## src/rtl/hpw_pkg.sv

```systemverilog
package hpw_pkg;

  // Strobes passed from the control module to the datapath.
  typedef struct packed {
    logic capture;  // latch the aligned bus sample into the shadow registers
    logic regWr;    // issue a register write from the shadow
    logic holdLow;  // keep the low half-word for later assembly
    logic push;     // push a word into the FIFO
    logic drop;     // a push was refused because the FIFO is full
  } ctlStrobes_t;

endpackage

```

## src/rtl/hpw_control.sv

```systemverilog
module hpw_control
  import hpw_pkg::*;
#(
  parameter int SYNC_STAGES = 2
) (
  input  logic        clk,
  input  logic        rstN,
  input  logic        csN,
  input  logic        wrN,
  input  logic        mode16,
  input  logic        fifoFull,
  input  logic        shFifoSel,
  input  logic        shHalfHi,
  output ctlStrobes_t ctl
);

  localparam int LAST = SYNC_STAGES - 1;

  logic [LAST:0] csSync;
  logic [LAST:0] wrSync;
  logic          activeNow;
  logic          activeQ;
  logic          endPulse;

  generate
    if (SYNC_STAGES == 1) begin : gSingle
      always_ff @(posedge clk) begin
        if (!rstN) begin
          csSync <= '1;
          wrSync <= '1;
        end else begin
          csSync <= csN;
          wrSync <= wrN;
        end
      end
    end else begin : gChain
      always_ff @(posedge clk) begin
        if (!rstN) begin
          csSync <= '1;
          wrSync <= '1;
        end else begin
          csSync <= {csSync[LAST-1:0], csN};
          wrSync <= {wrSync[LAST-1:0], wrN};
        end
      end
    end
  endgenerate

  assign activeNow = ~csSync[LAST] & ~wrSync[LAST];

  always_ff @(posedge clk) begin
    if (!rstN) activeQ <= 1'b0;
    else       activeQ <= activeNow;
  end

  assign endPulse = activeQ & ~activeNow;

  always_comb begin
    ctl         = '0;
    ctl.capture = activeNow;
    if (endPulse) begin
      if (!shFifoSel) begin
        ctl.regWr = 1'b1;
      end else if (mode16 && !shHalfHi) begin
        ctl.holdLow = 1'b1;
      end else if (fifoFull) begin
        ctl.drop = 1'b1;
      end else begin
        ctl.push = 1'b1;
      end
    end
  end

endmodule

```

## src/rtl/hpw_datapath.sv

```systemverilog
module hpw_datapath
  import hpw_pkg::*;
#(
  parameter int ADDR_W      = 7,
  parameter int DATA_W      = 32,
  parameter int SYNC_STAGES = 2
) (
  input  logic              clk,
  input  logic              rstN,
  input  logic [ADDR_W-1:0] addrIn,
  input  logic [DATA_W-1:0] dataIn,
  input  logic              fifoSelIn,
  input  logic              mode16,
  input  ctlStrobes_t       ctl,
  output logic              shFifoSel,
  output logic              shHalfHi,
  output logic              regWrEn,
  output logic [ADDR_W-1:0] regIdx,
  output logic [DATA_W-1:0] regData,
  output logic              fifoWrEn,
  output logic [DATA_W-1:0] fifoData,
  output logic              overrun
);

  localparam int HALF_W = DATA_W / 2;
  localparam int PIPE_W = 1 + ADDR_W + DATA_W;

  // Bus sample delayed by the same depth as the strobe synchronizer.
  logic [PIPE_W-1:0] pipeQ [SYNC_STAGES];
  logic [ADDR_W-1:0] shAddr;
  logic [DATA_W-1:0] shData;
  logic [HALF_W-1:0] lowHalf;

  always_ff @(posedge clk) begin
    if (!rstN) begin
      for (int i = 0; i < SYNC_STAGES; i++) pipeQ[i] <= '0;
    end else begin
      pipeQ[0] <= {fifoSelIn, addrIn, dataIn};
      for (int i = 1; i < SYNC_STAGES; i++) pipeQ[i] <= pipeQ[i-1];
    end
  end

  always_ff @(posedge clk) begin
    if (!rstN) begin
      shFifoSel <= 1'b0;
      shAddr    <= '0;
      shData    <= '0;
    end else if (ctl.capture) begin
      {shFifoSel, shAddr, shData} <= pipeQ[SYNC_STAGES-1];
    end
  end

  assign shHalfHi = shAddr[0];

  always_ff @(posedge clk) begin
    if (!rstN)            lowHalf <= '0;
    else if (ctl.holdLow) lowHalf <= shData[HALF_W-1:0];
  end

  always_ff @(posedge clk) begin
    if (!rstN) begin
      regWrEn  <= 1'b0;
      regIdx   <= '0;
      regData  <= '0;
      fifoWrEn <= 1'b0;
      fifoData <= '0;
      overrun  <= 1'b0;
    end else begin
      regWrEn  <= ctl.regWr;
      fifoWrEn <= ctl.push;
      overrun  <= overrun | ctl.drop;
      if (ctl.regWr) begin
        regIdx  <= shAddr;
        regData <= mode16 ? {{HALF_W{1'b0}}, shData[HALF_W-1:0]} : shData;
      end
      if (ctl.push) begin
        fifoData <= mode16 ? {shData[HALF_W-1:0], lowHalf} : shData;
      end
    end
  end

endmodule

```

## src/rtl/hostWritePort.sv

```systemverilog
module hostWritePort
  import hpw_pkg::*;
#(
  parameter int ADDR_W      = 7,
  parameter int DATA_W      = 32,
  parameter int SYNC_STAGES = 2
) (
  input  logic              clk,
  input  logic              rstN,
  input  logic              csN,
  input  logic              wrN,
  input  logic [ADDR_W-1:0] addrBus,
  input  logic [DATA_W-1:0] dataBus,
  input  logic              fifoSel,
  input  logic              mode16,
  input  logic              fifoFull,
  output logic              regWrEn,
  output logic [ADDR_W-1:0] regIdx,
  output logic [DATA_W-1:0] regData,
  output logic              fifoWrEn,
  output logic [DATA_W-1:0] fifoData,
  output logic              overrun
);

  ctlStrobes_t ctl;
  logic        shFifoSel;
  logic        shHalfHi;

  hpw_control #(.SYNC_STAGES(SYNC_STAGES)) u_ctl (
    .clk       (clk),
    .rstN      (rstN),
    .csN       (csN),
    .wrN       (wrN),
    .mode16    (mode16),
    .fifoFull  (fifoFull),
    .shFifoSel (shFifoSel),
    .shHalfHi  (shHalfHi),
    .ctl       (ctl)
  );

  hpw_datapath #(
    .ADDR_W      (ADDR_W),
    .DATA_W      (DATA_W),
    .SYNC_STAGES (SYNC_STAGES)
  ) u_dp (
    .clk       (clk),
    .rstN      (rstN),
    .addrIn    (addrBus),
    .dataIn    (dataBus),
    .fifoSelIn (fifoSel),
    .mode16    (mode16),
    .ctl       (ctl),
    .shFifoSel (shFifoSel),
    .shHalfHi  (shHalfHi),
    .regWrEn   (regWrEn),
    .regIdx    (regIdx),
    .regData   (regData),
    .fifoWrEn  (fifoWrEn),
    .fifoData  (fifoData),
    .overrun   (overrun)
  );

endmodule

```

## config.mk

```make
export PLATFORM = sky130hd
export DESIGN_NAME = hostWritePort
export DESIGN_NICKNAME = d
export VERILOG_FILES = /design/src/rtl/hpw_pkg.sv /design/src/rtl/hpw_control.sv /design/src/rtl/hpw_datapath.sv /design/src/rtl/hostWritePort.sv
export SDC_FILE = /design/constraint.sdc
export NUM_CORES = 1
export LEC_CHECK = 0
export BUFFER_PORTS_ARGS = -buffer_cell sky130_fd_sc_hd__buf_4
export CAP_MARGIN = 20
export CORE_ASPECT_RATIO = 0.6
export CORE_MARGIN = 2
export CORE_UTILIZATION = 45
export DETAILED_ROUTE_END_ITERATION = 10
export GPL_ROUTABILITY_DRIVEN = 0
export GPL_TIMING_DRIVEN = 1
export PLACE_DENSITY = 0.66
export SYNTH_ARGS = -nofsm -noshare
export SYNTH_HDL_FRONTEND = slang
export SYNTH_SLANG_ARGS = --single-unit
```

## constraint.sdc

```tcl
create_clock -name clk -period 1.85 [get_ports clk]
set_input_delay 0.0925 -clock clk [delete_from_list [all_inputs] [get_ports clk]]
set_output_delay 0.0925 -clock clk [all_outputs]
set_load 0.02 [all_outputs]
```

; Word level (Yosys, flattened, before mapping)
; Memories as Yosys holds them, arrays and structs flattened. A register that Yosys moved wholly into a read port is not among the register bits.
; Cells that the tools add are included.
[totals]
out_inout_bits = 74
latch_bits = 0
mem_bits_rw = 80
mem_count = 1
reg_bits = 95
elab_cells = 35
rom_bits = 0
[memory_table]
columns = memory, words, width, read_ports, rd_clocked_by_memory_dff, wr, line
row1 = u_dp.pipeQ, 2, 40, 2, 1, 2, hpw_datapath.sv:29  ; logic [PIPE_W-1:0] pipeQ [SYNC_STAGES];
[classes]
reduce_logical = 3
multipliers = 0
eq_ne = 0
shifts = 0
addsub = 0
n_div = 0
magnitude_cmp = 0
n_bitwise = 8
muxes = 13
[op_table]
columns = operator, count
row1 = $mux 40, 2
row2 = $mux 32, 2
row3 = $mux 1, 6
row4 = $mux 4, 1
row5 = $mux 3, 1
row6 = $not 1->1, 3
row7 = $or 1x1->1, 3
row8 = $and 1x1->1, 2
row9 = $logic_not 1->1, 2
row10 = $mux 2, 1
row11 = $logic_and 1x1->1, 1

; Longest topological paths before layout
; Gate-level depths: netlist (run 1).
[logic_depth]
ltp_word = 6
ltp_mapped = 6
mapped_depth_nobuf = 3

; Cells and area by module
; Synthesis (run 1) repeated with hierarchy kept, for this count alone.
[hier_totals]
cells_unflattened = 661
hier_area_um2 = 7440.9
[modules_own_cells]
columns = mod, cells_per_inst, area_each_um2, seq_area_each_um2, instances
row1 = hpw_datapath, 643, 7252.0, 4204.0, 1
row2 = hpw_control, 18, 188.9, 100.1, 1

; Least setup slack after synthesis (run 1)
; OpenSTA, ideal clock, no wires.
[synth_timing]
path_type = register -> register
from = register u_dp.shFifoSel, read port of u_dp.pipeQ
to = register u_dp.fifoData[10]
path_stages_with_launch = 6
slack_ps = 449
t_arrival_ps = 1282
t_required_ps = 1731
setup_ps = 119
n_path_buf = 2
path_cell_list = dfxtp_1 o211ai_1 or3b_1 buf_6 buf_8 mux2i_1
[synth_via]
elab_chain_len = 2
[synth_lines]
columns = item, line
row1 = from (decl), hpw_datapath.sv:15  ; output logic shFifoSel,
row2 = $mux 3, hpw_control.sv:62  ; if (!shFifoSel) begin
row3 = $mux 4, hpw_control.sv:61  ; if (endPulse) begin
row4 = to (signal assigned), hpw_datapath.sv:77  ; fifoData <= mode16 ? {shData[HALF_W-1:0], lowHalf} : shData;
row5 = to (decl), hpw_datapath.sv:21  ; output logic [DATA_W-1:0] fifoData,
; No other way between the ends.
; A chain may end at the register's enable or synchronous reset.

; Final worst setup path (run 1)
[layout_timing]
from = register u_ctl.wrSync[1]
to = register u_dp.fifoData[1]
[layout_via]
elab_chain_len = 5
[layout_lines]
columns = item, line
row1 = from (decl), hpw_control.sv:20  ; logic [LAST:0] wrSync;
row2 = from (signal assigned), hpw_control.sv:43  ; wrSync <= {wrSync[LAST-1:0], wrN};
row3 = $not 1->1, hpw_control.sv:49  ; assign activeNow = ~csSync[LAST] & ~wrSync[LAST];
row4 = $and 1x1->1, hpw_control.sv:49
row5 = $not 1->1, hpw_control.sv:56  ; assign endPulse = activeQ & ~activeNow;
row6 = $and 1x1->1, hpw_control.sv:56
row7 = $mux 4, hpw_control.sv:61
; No other way between the ends.

==> flow_summary_export.csv, run 1 <==
group,metric,value,unit
run_status,outcome,"complete, no violations",
sta,fin_crit,1.57,ns
critical_path,worst_r2r_path_depth,4,
pwr,total_leakage_power,0.00394,µW
global_routing,antenna_found_initial,0,
place,dp.final_hpwl,11200,µm
clock_network,tritoncts,"yes",
clock_network,clock_latency,0.49,ns
yosys,synth-xor-area-share,0,%
sta,timing.final.crit_share,84.7,%
route,wl_per_cell,15.4,µm
global_routing,global_route_wire_length_before_repair,28400,µm
route,dr_total_vias,5764,
yosys,synth_compound_area_share,8.24,%
sta,setup_violating_endpoint_count_in_the_final_report,0,
pwr,vdd_ir_drop_max,0.510,mV
sta,f_max,638,MHz
global_routing,globalRoute.totalOverflow,0,
hold_path,hold-path-cell-count,2,
route,drt_pre_antenna_iters,5,
critical_path,critPathArrivalTime,1.93,ns
yosys,yosys-top-cells-area,"sky130_fd_sc_hd__dfxtp_1 (57%), sky130_fd_sc_hd__nand2_1 (8.8%), sky130_fd_sc_hd__and2_1 (6.7%)",
clock_network,ctsResizeCount,0,
die,core_area,16300,µm²
clock_network,clock_tree_root,"sky130_fd_sc_hd__clkbuf_16",
place,numPortBuffers,119,
sta,slew_headroom,44.3,%
die,dieArea,17800,µm²
final_layout,area.growth.synth_to_final,28.9,%
final_layout,finish.utilization,59.6,%
pwr,power.density,946,nW/µm²
yosys,post_synth_inst_count,792,
yosys,synth_seq_area_share,57.3,%
route,detailroute.wirelength.met3,1180,µm
yosys,ys_types,25,
clock_network,cts_hold_buffers,43,
yosys,synth-adder-area-share,0,%
run,cap_violations,0,
clock_network,clk_path_buf_depth,3,
clock_network,cts.sink_count,215,
route,met2_wirelength,7450,µm
clock_network,htreeDepth,1,
die,starting_density,46.2,%
sta,hold_violations,0,
final_layout,drive_above_1_share,21.8,%
route,post-route-drc-count,0,
sta,skew,0.0121,ns
critical_path,cp.required,2.21,ns
yosys,synth_mux_area_share,11.2,%
hold_path,min-delay-path-class,"primary input to flop",
critical_path,worstSetupEndpointType,"flop",
route,drt_iter0_markers,491,
route,antenna_left,0,
sta,grt_setup_unrepaired,"false",
die,die_h,104,µm
yosys,postSynthRegisterBits,215,
sta,final.setup.tns,0,ns
clock_network,cts_made_buffers,20,
yosys,largest_family_of_logic_cells_by_synthesized_area,"simple AND/OR/NAND/NOR gates",
route,detail_route.wirelength.met1,9190,µm
yosys,syn-cell-area,7510,µm²
yosys,netlist.top_cell.by_area,"sky130_fd_sc_hd__dfxtp_1",
route,wl,18000,µm
yosys,synth_area_per_cell,9.49,µm²
yosys,syn_nets,838,
die,die-width,171,µm
critical_path,worstSetupPathType,"flop to flop",
global_routing,number_of_global_route_vias_before_repair,5328,
sta,timing_max_transition_violations_final,0,
global_routing,grt_util_all_layers,20.0,%
yosys,synth.top_cell.area_share,57.3,%
yosys,ys.warnings.count,0,
die,row_count,36,
die,design.portCount,120,
critical_path,critical_path_peak_fanout,33,
final_layout,nNetsFinal,973,
yosys,basic_gate_share_of_the_synthesized_area_counting_and_or_nand_and_nor_cells,19.3,%
global_routing,grt_start_max_net_pins,74,
route,detail_route.vias_per_cell,4.93,
critical_path,worstSetupStartpointType,"flop",
clock_network,cts_post_setup_buffers_inserted,0,
sta,max_slew.worst_pin.slew,0.835,ns
clock_network,path_clk_slew,0.06,ns
route,route.top_layer_used,"met4",
registers in the layout (all words and copies together) (netlist names):
| register | cells |
|---|---|
| u_dp.shAddr | 7 |
| u_ctl.wrSync | 2 |
| u_dp.regData | 32 |
| u_dp.shData | 32 |
| u_dp.lowHalf | 16 |
| u_dp.regIdx | 7 |
| u_dp.regWrEn | 1 |
| u_dp.pipeQ | 80 |
| u_dp.overrun | 1 |
| u_ctl.csSync | 2 |
| u_ctl.activeQ | 1 |
| u_dp.fifoWrEn | 1 |
| u_dp.shFifoSel | 1 |
| u_dp.fifoData | 32 |
cell usage after synthesis (all sizes together):
cell type and n:
or2 1, a21oi 79, clkbuf 53, o21a 1, and2 80, mux2i 48, inv 3, nor2 5
a41oi 1, nand4 16, nand2 176, nand3 23, nor3 1, dfxtp 215, nand2b 5, o21ai 40
mux2 32, buf 11, or3b 1, o211ai 1
stage by stage:
| step | cells | area [µm²] | worst slack, ns | total power, µW | hold WS (ns) |
|---|---|---|---|---|---|
| 2_1_floorplan | 792 | 7510 | 0.449 | 4990 | 0.194 |
| 6_report | 1169 | 9690 | 0.283 | 9170 | 0.0225 |
| 3_3_place_gp | 1090 | 8590 | 0.299 | 5120 | 0.283 |
| 3_5_place_dp | 1090 | 8590 | 0.279 | 5120 | 0.281 |
| 5_1_grt | 1168 | 9690 | 0.131 | 9470 | 0.0280 |
| 4_1_cts | 1168 | 9690 | 0.270 | 9240 | 0.0138 |
power by group:
group	switching, µW	internal, µW	total (µW)	leakage (µW)
Clock	1690	2390	4080	0.000331
Sequential	23.2	4710	4740	0.00175
Combinational	161	190	351	0.00185
Total	1880	7290	9170	0.00394
path summary, 6_finish.rpt:
check                                         end        startpoint  slack, ns
worst max-delay path             u_dp.fifoData[1]   u_ctl.wrSync[1]       0.28
worst min-delay path            u_dp.pipeQ[0][38]              rstN       0.02
worst max register to register   u_dp.fifoData[1]   u_ctl.wrSync[1]       0.28
worst min register to register     u_dp.shData[8]  u_dp.pipeQ[1][8]       0.43
cell usage in the layout, fill, tap and decap left out, types with 2 or more instances in the layout:
cell / count
sky130_fd_sc_hd__dfxtp_1: 215
sky130_fd_sc_hd__nand2_1: 176
sky130_fd_sc_hd__buf_4: 129
sky130_fd_sc_hd__and2_1: 80
sky130_fd_sc_hd__a21oi_1: 79
sky130_fd_sc_hd__mux2i_1: 48
sky130_fd_sc_hd__dlygate4sd3_1: 43
sky130_fd_sc_hd__o21ai_0: 39
sky130_fd_sc_hd__mux2_2: 32
sky130_fd_sc_hd__nand3_1: 23
sky130_fd_sc_hd__clkbuf_16: 21
sky130_fd_sc_hd__nand4_1: 16
sky130_fd_sc_hd__clkbuf_8: 8
sky130_fd_sc_hd__nand2b_1: 5
sky130_fd_sc_hd__buf_12: 5
sky130_fd_sc_hd__nor2_1: 3
sky130_fd_sc_hd__clkinv_2: 3
sky130_fd_sc_hd__inv_1: 2
sky130_fd_sc_hd__clkbuf_1: 2
layout make-up:
class	instances	area [µm²]
Timing Repair Buffer	177	1500
Tap cell	228	285
Fill cell	1398	6570
Clock inverter	4	22.5
Sequential cell	215	4300
Inverter	3	11.3
Multi-Input combinational cell	510	2920
Clock buffer	31	643
Antenna cell	1	2.50
critical path: stages (launching register included):
cell and delay (ns):
sky130_fd_sc_hd__dfxtp_1 0.43, sky130_fd_sc_hd__o211ai_1 0.16, sky130_fd_sc_hd__or3b_2 0.49, sky130_fd_sc_hd__buf_12 0.22, sky130_fd_sc_hd__mux2i_1 0.15
per-layer routing:
metal	GRT usage, %	vias to the layer above
met3	4.34	17
met4	3.27	0
met5	0	-
met1	30.9	2698
li1	-	2880
met2	29.0	169
kinds of logic (layout without fill, tap and decap cells):
group | Yosys count | after routing
mux | 80 | 80
flops | 215 | 215
simple gates | 308 | 308
other cells | 0 | 1
compound gates | 122 | 122
buf+inv | 67 | 215
Note: power is estimated with default switching activity, not from simulation.
==> run 2, diff against run 1 <==
PLACE_DENSITY = 0.68   (was 0.66)
clock period = 1.3 ns   (was 1.85 ns; I/O delays follow)
==> run 2 against run 1 <==
Compared with the run above: the flow now finishes with violations (negative setup slack); count of clock-buffer cells in the layout is 5 lower; global-route usage is 0.30 points higher; fmax increased by 16%; first-iteration DRC count fell by 14%; worst setup slack worse by 0.33 ns; clock power grew 55%; clock skew is 0.0013 ns lower; total power increased by 48%; via count up 1.3%; sequential share of layout area down 1.6 points; non-clock buffer count rose by 20; register-to-register slack lost 0.33 ns.
==> flow_summary_export.csv, run 2 (synthesis results as in run 1) <==
group,metric,value,unit
pwr,internal_power,10900,µW
route,post-route-drc-count,0,
critical_path,critical_path.max_stage_delay,0.41,ns
sta,grt_setup_unrepaired,"true",
global_routing,grt_start_max_net_pins,75,
place,numPortBuffers,119,
pwr,power.density,1350,nW/µm²
global_routing,grt_util_all_layers,20.3,%
die,dieArea,17800,µm²
die,die_h,104,µm
final_layout,area_used_by_sequential_logic_in_the_layout,4310,µm²
pwr,share_clk_of_total_power,46.6,%
clock_network,clk_path_buf_depth,3,
sta,skew,0.0108,ns
clock_network,cts_made_buffers,20,
place,detailed_place.area,8780,µm²
die,design.portCount,120,
critical_path,critPathSlowestCell,"sky130_fd_sc_hd__or3b_4",
critical_path,critical_path_peak_fanout,26,
pwr,netSwitchingFraction,19.8,%
global_routing,number_of_global_route_vias_before_repair,5321,
global_routing,global_route_wire_length_before_repair,28500,µm
route,wl_per_cell,15.8,µm
route,wl,18700,µm
pwr,power.net_switching,2690,µW
critical_path,worstSetupPathType,"flop to flop",
run,cap_violations,0,
critical_path,worst_r2r_path_depth,4,
hold_path,hold-path-cell-count,5,
final_layout,final.fill_count,1349,
sta,slew_headroom,71.9,%
clock_network,clock_latency,0.49,ns
critical_path,crit_path_cell_trace,"o211ai_1 > or3b_4 > buf_12 > mux2i_2",
pwr,fin_total_pwr,13600,µW
sta,f_max,743,MHz
global_routing,met3_routing_resource_usage_after_global_routing,4.22,%
final_layout,top_register,"u_dp.pipeQ",
global_routing,grt_busiest_layer,"met1",
route,drt_pre_antenna_iters,5,
die,row_count,36,
clock_network,clock_tree_root,"sky130_fd_sc_hd__clkbuf_16",
sta,timing_max_transition_violations_final,0,
sta,fin_crit,1.35,ns
pwr,total_leakage_power,0.00410,µW
final_layout,largest_register_ffs,80,
place,dp.final_hpwl,11900,µm
hold_path,min-delay-path-class,"primary input to flop",
global_routing,gr-usage-met2,28.5,%
die,die-width,171,µm
final_layout,area_of_combinational_cells_with_multiple_inputs,2950,µm²
run_status,failed_checks,"negative setup slack",
clock_network,cts.sink_count,215,
final_layout,area.growth.synth_to_final,33.8,%
pwr,combinational_power_share,3.9,%
final_layout,antenna_cells_inserted,0,
critical_path,critPathArrivalTime,1.72,ns
die,core_area,16300,µm²
sta,setup_violating_endpoint_count_in_the_final_report,22,
sta,final.setup.worst_slack,-0.0457,ns
pwr,vdd_ir_drop_max,0.722,mV
sta,hold_violations,0,
final_layout,nNetsFinal,993,
die,starting_density,46.2,%
route,detail_route.vias_per_cell,4.92,
critical_path,worstSetupEndpointType,"flop",
pwr,power.share.sequential,49.6,%
sta,timing.final.crit_share,104,%
critical_path,worstSetupStartpointType,"flop",
global_routing,antenna_found_initial,0,
global_routing,globalRoute.totalOverflow,0,
final_layout,drive_above_1_share,23.8,%
final_layout,postLayoutCellArea,10100,µm²
final_layout,finish.utilization,61.8,%
run_status,outcome,"finished with violations",
final_layout,most_common_cell_after_layout_fill_and_taps_aside,"sky130_fd_sc_hd__dfxtp_1",
sta,max_slew.worst_pin.slew,0.422,ns
route,drt_iter0_markers,423,
route,dr_total_vias,5838,
final_layout,layout.cells.most_common_list,"sky130_fd_sc_hd__dfxtp_1 (212), sky130_fd_sc_hd__nand2_1 (176), sky130_fd_sc_hd__buf_4 (135), sky130_fd_sc_hd__and2_1 (80), sky130_fd_sc_hd__a21oi_1 (79)",
clock_network,tritoncts,"yes",
clock_network,path_clk_slew,0.06,ns
route,antenna_left,0,
clock_network,htreeDepth,1,
critical_path,cp.required,1.68,ns
global_routing,met1_usage,31.5,%
[run 2: changes by cell type in the layout (fill, tap and decap cells not counted), moves of 2 or more]
cell | previous run | this run
sky130_fd_sc_hd__clkbuf_8 | 8 | 3
sky130_fd_sc_hd__buf_6 | 0 | 5
sky130_fd_sc_hd__buf_12 | 5 | 11
sky130_fd_sc_hd__buf_4 | 129 | 135
sky130_fd_sc_hd__bufinv_16 | 0 | 4
sky130_fd_sc_hd__clkbuf_16 | 21 | 23
sky130_fd_sc_hd__dfxtp_1 | 215 | 212
sky130_fd_sc_hd__dfxtp_2 | 0 | 3
[run 2: cell type report]
type / count / share of cell area (%)
Clock buffer: 26 / 5.71
Inverter: 3 / 0.112
Sequential cell: 215 / 42.8
Clock inverter: 8 / 1.44
Timing Repair Buffer: 197 / 17.7
Multi-Input combinational cell: 510 / 29.3
Tap cell: 228 / 2.84
[run 2: path summary, 6_finish.rpt]
check / start / end / slack, ns
max: u_dp.shFifoSel / u_dp.fifoData[22] / -0.05
max reg2reg: u_dp.shFifoSel / u_dp.fifoData[22] / -0.05
min reg2reg: u_ctl.csSync[0] / u_ctl.csSync[1] / 0.42
min: mode16 / u_dp.overrun / 0.12
[run 2: what timing repair did]
item | CTS | global route
gates cloned | 0 | 2
gates resized for setup | 3 | 10
buffers inserted | 1 | 0
hold buffers | 44 | 0
endpoints found under the setup margin | 66 | 63
hold endpoints to repair | 48 | 0
[run 2: worst max-delay path, delay by kind of cell (launching register included)]
kind                   cells  cell delay (ns)
AND/OR/NAND/NOR            1             0.41
multiplexers               1             0.16
flip-flops                 1             0.34
AO/OA/AOI/OAI              1             0.12
buffers and inverters      1             0.19
[run 2: power groups by stage]
stage / sequential, µW / clock [µW] / combinational (µW)
after floorplan: 6880 / 0 / 227
final: 6740 / 6330 / 527
after global placement: 6890 / 0 / 413
after CTS: 6740 / 6440 / 518
after global routing: 6750 / 6730 / 577
after detailed placement: 6890 / 0 / 412
[run 2: metrics by stage]
stage | TNS [ns] | setup slack (ns) | hold slack (ns) | std cells
final | -0.287 | -0.0457 | 0.121 | 1187
after floorplan | -1.21 | -0.0423 | 0.166 | 792
after CTS | -0.382 | -0.0293 | 0.102 | 1185
after global routing | -2.33 | -0.102 | 0.179 | 1187
after detailed placement | -4.65 | -0.138 | 0.252 | 1106
after global placement | -3.46 | -0.106 | 0.252 | 1106
[run 2: layer usage]
layer  vias to the layer above  part of all wire [%]
met5                         -                     0
met4                         0                   1.9
met3                        27                   7.6
met2                       193                    40
met1                      2701                    50
li1                       2917                     -
==> run 3, diff against run 2 <==
REMOVE_ABC_BUFFERS = 1   (was not set)
==> run 3 against run 2 <==
Compared with the run above: the run still ends with negative setup slack left; cell count decreased by 0.17%; highest routed layer unchanged; count of clock-buffer cells in the layout increased by 3; wire length decreased by 4.9%; largest power group unchanged; fmax increased by 2.0%; core utilization decreased by 0.42 points.
==> flow_summary_export.csv, run 3 (synthesis results as in run 1) <==
group,metric,value,unit
clock_network,clock_tree_root,"sky130_fd_sc_hd__clkbuf_16",
final_layout,area_used_by_sequential_logic_in_the_layout,4310,µm²
place,numPortBuffers,119,
final_layout,nNetsFinal,991,
run_status,outcome,"finished with violations",
critical_path,worstSetupEndpointType,"flop",
critical_path,cp-startpoint,"u_ctl.wrSync[1]",
die,design.portCount,120,
route,drt_iter0_markers,333,
clock_network,cts_post_setup_buffers_inserted,0,
run,cap_violations,0,
sta,final.setup.worst_slack,-0.0187,ns
critical_path,cp.required,1.68,ns
pwr,combinational_power_share,4.2,%
critical_path,critical_path_peak_fanout,16,
clock_network,tritoncts,"yes",
pwr,power.net_switching,2720,µW
run_status,failed_checks,"negative setup slack",
final_layout,antenna_cells_inserted,0,
pwr,share_clk_of_total_power,45.0,%
critical_path,worstSetupPathType,"flop to flop",
sta,setup_violating_endpoint_count_in_the_final_report,28,
sta,f_max,758,MHz
clock_network,cts.sink_count,215,
sta,timing.final.crit_share,101,%
pwr,total_leakage_power,0.00407,µW
critical_path,worst_r2r_path_depth,4,
hold_path,hold-path-cell-count,5,
hold_path,hold-path-endpoint,"u_dp.overrun",
pwr,vdd_ir_drop_max,0.844,mV
die,die-width,171,µm
route,wl_per_cell,15.0,µm
route,wl,17800,µm
sta,timing_max_transition_violations_final,0,
final_layout,layout.cells.most_common_list,"sky130_fd_sc_hd__dfxtp_1 (213), sky130_fd_sc_hd__nand2_1 (176), sky130_fd_sc_hd__buf_4 (135), sky130_fd_sc_hd__and2_1 (80), sky130_fd_sc_hd__a21oi_1 (79)",
final_layout,postLayoutCellArea,9980,µm²
critical_path,critPathArrivalTime,1.70,ns
pwr,internal_power,10500,µW
route,dr_total_vias,5817,
critical_path,worst_reg2reg_path_endpoint,"u_dp.fifoData[28]",
route,post-route-drc-count,0,
hold_path,min-delay-path-class,"primary input to flop",
route,detail_route.vias_per_cell,4.91,
sta,slew_headroom,76.9,%
route,drt_pre_antenna_iters,4,
sta,skew,0.00817,ns
die,dieArea,17800,µm²
final_layout,largest_register_ffs,80,
clock_network,htreeDepth,1,
hold_path,hold_path_startpoint,"mode16",
clock_network,path_clk_slew,0.06,ns
global_routing,grt_util_all_layers,20.0,%
clock_network,clock_latency,0.49,ns
global_routing,globalRoute.totalOverflow,0,
critical_path,worstSetupStartpointType,"flop",
global_routing,antenna_found_initial,0,
sta,fin_crit,1.32,ns
die,die_h,104,µm
die,core_area,16300,µm²
place,detailed_place.area,8860,µm²
pwr,power.share.sequential,50.9,%
final_layout,top_register,"u_dp.pipeQ",
place,dp.final_hpwl,10900,µm
route,antenna_left,0,
critical_path,reg2reg_slack,-0.02,ns
final_layout,final.fill_count,1383,
final_layout,area.growth.synth_to_final,32.9,%
sta,hold_violations,0,
pwr,netSwitchingFraction,20.5,%
sta,max_slew.worst_pin.slew,0.347,ns
die,row_count,36,
final_layout,area_of_combinational_cells_with_multiple_inputs,2940,µm²
sta,timing.hold.ws,0.168,ns
global_routing,grt_start_max_net_pins,63,
final_layout,drive_above_1_share,23.2,%
clock_network,clk_path_buf_depth,3,
final_layout,most_common_cell_after_layout_fill_and_taps_aside,"sky130_fd_sc_hd__dfxtp_1",
clock_network,cts_made_buffers,20,
die,starting_density,46.2,%
global_routing,global_route_wire_length_before_repair,28700,µm
critical_path,worstReg2RegStart,"u_ctl.wrSync[1]",
global_routing,number_of_global_route_vias_before_repair,5525,
pwr,power.density,1330,nW/µm²
sta,grt_setup_unrepaired,"true",
## run 3: how the worst max path moves through the flow
stage / end / slack (ns) / depth (start not counted)
2_1_floorplan: u_dp.fifoData[0] / -1.12 / 3
3_3_place_gp: u_dp.fifoData[2] / -0.13 / 4
3_5_place_dp: u_dp.fifoData[28] / -0.14 / 4
4_1_cts: u_dp.fifoData[28] / -0.01 / 4
5_1_grt: u_dp.fifoData[24] / -0.11 / 4
6_report: u_dp.fifoData[28] / -0.02 / 4
## run 3: what timing repair did
| item | CTS | global route |
|---|---|---|
| setup endpoints to repair | 72 | 75 |
| hold endpoints to repair | 51 | 0 |
| gates cloned | 0 | 0 |
| hold buffers | 44 | 0 |
| gates resized for setup | 3 | 2 |
| pin swaps | 0 | 1 |
## run 3: power by group through the flow
stage	clock [µW]	combinational [µW]	sequential (µW)
final	5960	553	6740
after global routing	6350	602	6750
after global placement	0	442	6890
after CTS	6060	551	6740
after floorplan	0	137	6880
after detailed placement	0	446	6890
## run 3: critical path, stage by stage (launching register included)
cell                       delay (ns)
sky130_fd_sc_hd__dfxtp_2         0.34
sky130_fd_sc_hd__o211ai_1        0.12
sky130_fd_sc_hd__or3b_4          0.43
sky130_fd_sc_hd__buf_12          0.18
sky130_fd_sc_hd__mux2i_1         0.13
## run 3: cell type report
type                    count  share of cell area (%)
clock buffers              29                    5.85
clock inverters             5                   0.890
inverters                   3                   0.113
multi-input cells         510                    29.4
flip-flops and latches    215                    43.1
well taps                 228                    2.86
repair buffers            195                    17.7
## run 3: metal layers
metal | vias up | GRT usage (%) | share of wire, %
met5 | - | 0 | 0
met4 | 0 | 3.69 | 1.2
met3 | 21 | 3.42 | 5.9
met2 | 178 | 31.1 | 43
met1 | 2699 | 29.4 | 50
li1 | 2919 | - | -
## run 3: stage by stage
step                      utilization [%]  cells  setup WS, ns  total power [µW]  setup TNS, ns
after floorplan                         -    728         -1.12              7020        -115.23
after global placement               54.5   1107        -0.130              7330          -6.38
after detailed placement             54.5   1107        -0.136              7330          -7.36
after CTS                            61.4   1185       -0.0144             13400         -0.197
after global routing                 61.4   1185        -0.110             13700          -4.08
final                                61.4   1185       -0.0187             13300         -0.327
